<file path="src/rtl/fft_bfly_unit.sv">
module fft_bfly_unit #(
  parameter int DW  = 16,
  parameter int LAT = 16
) (
  input  logic                 clk,
  input  logic                 rst_n,
  input  logic                 start,
  input  logic [1:0]           mode,
  input  logic signed [DW-1:0] a_re,
  input  logic signed [DW-1:0] a_im,
  input  logic signed [DW-1:0] b_re,
  input  logic signed [DW-1:0] b_im,
  input  logic signed [DW-1:0] w_re,
  input  logic signed [DW-1:0] w_im,
  output logic                 busy,
  output logic                 done,
  output logic signed [DW-1:0] x_re,
  output logic signed [DW-1:0] x_im,
  output logic signed [DW-1:0] y_re,
  output logic signed [DW-1:0] y_im
);
  localparam int PW = 2 * DW;
  localparam int AW = PW + 1;
  localparam int CW = $clog2(LAT);
  localparam logic signed [AW:0]   LIM_HI = (AW+1)'((1 << (DW-1)) - 1);
  localparam logic signed [AW:0]   LIM_LO = -LIM_HI - 1;
  localparam logic signed [DW-1:0] MAXV = {1'b0, {(DW-1){1'b1}}};
  localparam logic signed [DW-1:0] MINV = {1'b1, {(DW-1){1'b0}}};

  function automatic logic signed [DW-1:0] rnd_sat(input logic signed [AW-1:0] v);
    logic signed [AW:0] t;
    t = {v[AW-1], v};
    t = t + (AW+1)'(1 << (DW-2));
    t = t >>> (DW-1);
    if (t > LIM_HI)      return MAXV;
    else if (t < LIM_LO) return MINV;
    else                 return t[DW-1:0];
  endfunction

  function automatic logic signed [DW-1:0] half(input logic signed [DW-1:0] p,
                                                input logic signed [DW-1:0] q,
                                                input logic sub);
    logic signed [DW:0] s;
    s = sub ? ({p[DW-1], p} - {q[DW-1], q}) : ({p[DW-1], p} + {q[DW-1], q});
    return s[DW:1];
  endfunction

  function automatic logic signed [DW-1:0] neg_sat(input logic signed [DW-1:0] v);
    return (v == MINV) ? MAXV : -v;
  endfunction

  logic [CW-1:0]        cnt;
  logic [1:0]           mode_q;
  logic signed [DW-1:0] ar, ai, br, bi, wr, wi, mr, mi, pr, pi;
  logic signed [AW-1:0] acc_re, acc_im;
  logic signed [DW-1:0] mul_a, mul_b;
  logic signed [PW-1:0] prod;
  logic signed [AW-1:0] prod_x;
  logic signed [DW-1:0] rr, ri;

  always_comb begin
    case (cnt)
      CW'(2):  begin mul_a = mi; mul_b = wi; end
      CW'(3):  begin mul_a = mr; mul_b = wi; end
      CW'(4):  begin mul_a = mi; mul_b = wr; end
      default: begin mul_a = mr; mul_b = wr; end
    endcase
  end

  assign prod   = mul_a * mul_b;
  assign prod_x = AW'(prod);
  assign rr     = rnd_sat(acc_re);
  assign ri     = rnd_sat(acc_im);

  always_ff @(posedge clk) begin
    if (!rst_n) begin
      busy <= 1'b0; done <= 1'b0; cnt <= '0; mode_q <= '0;
      ar <= '0; ai <= '0; br <= '0; bi <= '0; wr <= '0; wi <= '0;
      mr <= '0; mi <= '0; pr <= '0; pi <= '0; acc_re <= '0; acc_im <= '0;
      x_re <= '0; x_im <= '0; y_re <= '0; y_im <= '0;
    end else begin
      done <= 1'b0;
      if (!busy) begin
        if (start) begin
          busy <= 1'b1; cnt <= '0; mode_q <= mode;
          ar <= a_re; ai <= a_im; br <= b_re; bi <= b_im; wr <= w_re; wi <= w_im;
        end
      end else begin
        cnt <= cnt + 1'b1;
        case (cnt)
          CW'(0): begin
            mr <= mode_q[1] ? half(ar, br, 1'b1) : br;
            mi <= mode_q[1] ? half(ai, bi, 1'b1) : bi;
          end
          CW'(1): acc_re <= prod_x;
          CW'(2): acc_re <= acc_re - prod_x;
          CW'(3): acc_im <= prod_x;
          CW'(4): acc_im <= acc_im + prod_x;
          CW'(5): begin
            pr <= mode_q[0] ? ri : rr;
            pi <= mode_q[0] ? neg_sat(rr) : ri;
          end
          default: ;
        endcase
        if (cnt == CW'(LAT-1)) begin
          busy <= 1'b0;
          done <= 1'b1;
          if (mode_q[1]) begin
            x_re <= half(ar, br, 1'b0); x_im <= half(ai, bi, 1'b0);
            y_re <= pr;                 y_im <= pi;
          end else begin
            x_re <= half(ar, pr, 1'b0); x_im <= half(ai, pi, 1'b0);
            y_re <= half(ar, pr, 1'b1); y_im <= half(ai, pi, 1'b1);
          end
        end
      end
    end
  end
endmodule

</file>
<file path="config.mk">
export PLATFORM = sky130hd
export DESIGN_NAME = fft_bfly_unit
export DESIGN_NICKNAME = d
export VERILOG_FILES = /design/src/rtl/fft_bfly_unit.sv
export SDC_FILE = /design/constraint.sdc
export NUM_CORES = 2
export LEC_CHECK = 0
export BUFFER_PORTS_ARGS = -buffer_cell sky130_fd_sc_hd__buf_2
export CORE_UTILIZATION = 58
export DETAILED_ROUTE_END_ITERATION = 6
export PLACE_DENSITY = 0.85
export SETUP_SLACK_MARGIN = 0.1
export SLEW_MARGIN = 20
export SYNTH_ARGS = -nofsm -noshare
export SYNTH_HDL_FRONTEND = slang
export SYNTH_SLANG_ARGS = --single-unit
export TNS_END_PERCENT = 100
</file>
<file path="constraint.sdc">
create_clock -name clk -period 9.5 [get_ports clk]
set_clock_uncertainty 0.2 [all_clocks]
set_input_delay 1.425 -clock clk [delete_from_list [all_inputs] [get_ports clk]]
set_output_delay 1.425 -clock clk [all_outputs]
set_load 0.02 [all_outputs]
</file>
==> flow_summary.yaml <==
worst_setup_path:
  startpoint: "cnt[0]$_SDFFE_PN0P_"
  crit_cells: 37
  cp.arrival_ns: 9.52
  crit_type: "reg2reg"
  worst_path_max_delay_cell: "fa_2"
  r2r_end: "acc_im[32]$_SDFFE_PN0P_"
  critical_path.max_stage_delay_ns: 0.63
  worstSetupEndpoint: "acc_im[32]$_SDFFE_PN0P_"
  cpMostUsedCell: "inv_1"
  worstSetupEndpointType: "register"
  cp-start-kind: "register"
  required_ns: 9.81
  rr_worst_depth: 37
  crit_fanout: 6
  critPathTopFamily: "adder cells"
  r2r_start: "cnt[0]$_SDFFE_PN0P_"
  reg2reg_slack_ns: 0.30
  worst-path-buf-inv: 10
global_route:
  grt_overflow_total: 0
  grt_first_pass_wirelength_mm: 144.3
  gr-usage-all-layers_pct: 33.48
  antenna_found_initial: 0
  grt_pass1_vias: 27440
  grt_max_degree: 148
clocking:
  cts_max_path_buffers: 3
  clock-sinks: 298
  h-tree-depth: 1
  cts_tree: "built"
  cts_root_buf: "clkbuf_16"
  cts_hold_buffers: 0
  cts_buffers: 31
  clk_pin_slew_worst_paths_ns: 0.07
  worstSkewPairLatency_ns: 0.60
place:
  dpl.cell_count: 4779
  dp_worst_setup_slack_ns: -0.1497
  hpwl_mm: 70.54
  gp_congestion: 1.017
  io_buffers: 166
layout:
  final_common_cell: "nand2_1"
  n_antenna_cell: 0
  largestRegisters: "acc_im x33, acc_re x33"
  fillCellCount: 4028
  drive_gt1_share_pct: 14.48
  stdcell_count: 4864
  fin_util_pct: 67.79
  layout.cells.most_common_list: "nand2_1, inv_1, nor2_1"
  syn2layout_area_growth_pct: 14.56
  nets: 4769
sta:
  timing.final.crit_share_pct: 96.88
  setup_slack_ns: 0.2963
  fin_crit_ns: 9.204
  rsz0062_at_grt: "yes"
  final.setup.tns_ns: 0
  slew_headroom_pct: 24.81
  hold_viol: 0
  setup_viol: 0
  worst_slew_pin_slew_ns: 1.128
  fmax_mhz: 108.7
  maxSlewViolCount: 0
synth:
  syn_area_per_cell_um2: 7.757
  ys_types: 98
  synth_seq_area_share_pct: 19.46
  synth_fp_nets: 4562
  synth_ff_type: "dfxtp_1"
  async_flop_share_pct: 0
  synth_enable_flop_cells: 0
  synth-warning-count: 0
  ys_ff_latch: 298
  synth.cell_area_mm2: 0.03066
  netlist_instances: 3953
floorplan:
  pin_count: 167
  die_area_mm2: 0.05379
  core_mm2: 0.05182
  num_rows: 83
  die_w_um: 231.9
  die_h_um: 231.9
  initial_core_util_pct: 59.17
routing:
  num_vias: 29210
  drt_first_pass_iters: 6
  ant_nets: 0
  post-route-drc-count: 0
  wl_per_cell_um: 19.26
  viasPerCell: 6.006
  detail_route.iter0.violations: 2980
  totalWireLength_mm: 93.69
pwr:
  peakVddDrop_v: 0.0001505
  power_density_mw_per_mm2: 129.3
  p_leak_nw: 15.88
status:
  status: "complete, no violations"
flow_run:
  drv_cap: 0
hold_path:
  hp-class: "reg2reg"
[kinds of logic (layout without fill, tap and decap cells)]
group	after synthesis	after routing	synth area share, %
xor+xnor	169	169	4.946
simple gates	1274	1274	17.64
fa+ha+maj	512	512	27.48
flops	298	298	19.46
buf+inv	659	890	8.104
compound gates	957	957	19.46
mux	84	84	2.926
[synth_stat cells, drive strengths merged, types with 7 or more instances]
| cell | instances | area [um2] |
|---|---|---|
| fa | 270 | 5405 |
| nand2b | 19 | 118.9 |
| xor2 | 61 | 541.8 |
| xnor2 | 107 | 952.2 |
| o21ai | 239 | 1200 |
| o311ai | 16 | 157.7 |
| a21o | 55 | 414.2 |
| o211ai | 52 | 390.4 |
| a211oi | 65 | 498.0 |
| a21oi | 326 | 1650 |
| buf | 17 | 75.06 |
| mux2i | 51 | 510.5 |
| and3 | 30 | 188.9 |
| o31a | 8 | 70.07 |
| a311oi | 19 | 166.4 |
| nand3 | 48 | 245.2 |
| o31ai | 10 | 80.07 |
| ha | 238 | 2978 |
| and2 | 12 | 75.08 |
| nor4 | 9 | 62.56 |
| o21bai | 22 | 165.2 |
| or2 | 11 | 68.82 |
| dfxtp | 298 | 5966 |
| nor2 | 386 | 1449 |
| nand2 | 613 | 2303 |
| nor2b | 29 | 181.4 |
| a31oi | 21 | 131.4 |
| nand4 | 9 | 56.30 |
| o221ai | 14 | 122.6 |
| inv | 475 | 1783 |
| nor3b | 7 | 52.55 |
| nor3 | 65 | 330.3 |
| clkbuf | 166 | 623.1 |
| o22ai | 11 | 75.07 |
| mux2 | 32 | 364.1 |
| or3 | 14 | 87.58 |
| o21a | 22 | 166.4 |
| a21boi | 30 | 225.2 |
[how the worst min path moves through the flow]
| stage | slack (ns) | to | depth (start not counted) | startpoint |
|---|---|---|---|---|
| 6_report | 0.25 | x_im[1]$_SDFFE_PN0P_ | 2 | x_im[1]$_SDFFE_PN0P_ |
| 5_1_grt | 0.27 | x_im[4]$_SDFFE_PN0P_ | 2 | x_im[4]$_SDFFE_PN0P_ |
| 4_1_cts | 0.25 | x_im[1]$_SDFFE_PN0P_ | 2 | x_im[1]$_SDFFE_PN0P_ |
| 3_5_place_dp | 0.24 | x_im[1]$_SDFFE_PN0P_ | 2 | x_im[1]$_SDFFE_PN0P_ |
| 3_3_place_gp | 0.23 | x_im[1]$_SDFFE_PN0P_ | 2 | x_im[1]$_SDFFE_PN0P_ |
| 2_1_floorplan | 0.23 | mi[0]$_SDFFE_PN0P_ | 2 | mi[0]$_SDFFE_PN0P_ |
[power breakdown]
part | internal (mW) | leakage (nW) | switching (mW) | total, mW
logic | 0.787 | 12.9 | 1.10 | 1.88
clock network | 0.747 | 0.524 | 0.557 | 1.30
registers | 1.29 | 2.42 | 0.0643 | 1.36
[per-stage QoR]
stage                     cell area, um2  total power [mW]  hold slack, ns
after global routing               35130             4.754          0.2711
after floorplan                    30840             2.548          0.2313
after CTS                          34380             4.401          0.2506
final                              35130             4.543          0.2478
after global placement             33090             3.042          0.2347
after detailed placement           33090             3.077          0.2413
[area by class of cell]
cell class | count | area, um2 | area share, %
inverter | 476 | 1797 | 5.115
tap | 680 | 850.8 | 2.422
timing repair buffer | 357 | 2380 | 6.774
multi-input combinational | 2996 | 23040 | 65.60
clock inverter | 15 | 186.4 | 0.5307
clock buffer | 42 | 897.1 | 2.554
sequential | 298 | 5974 | 17.01
[worst register-to-register path: cells and delay by family (launching register included)]
kind / cells / cell delay (ns)
fa+ha+maj: 9 / 3.95
compound gates: 8 / 1.58
simple gates: 8 / 1.43
buf+inv: 10 / 1.00
mux: 2 / 0.63
flops: 1 / 0.33
[per-layer routing]
layer | track usage, % | vias to the layer above | part of all wire (%)
met5 | 0 | - | 0
met4 | 9.889 | 0 | 3.4
met3 | 7.073 | 245 | 9.9
met2 | 53.41 | 1401 | 46
met1 | 45.44 | 13940 | 41
li1 | - | 13630 | -
[timing repair]
action                                  CTS  global route
cloned                                    1             0
setup buffers                             4            23
resized for setup                        32           116
endpoints found under the setup margin    8            21
pin swaps                                10            57
Note: power is estimated with default switching activity, not from simulation.
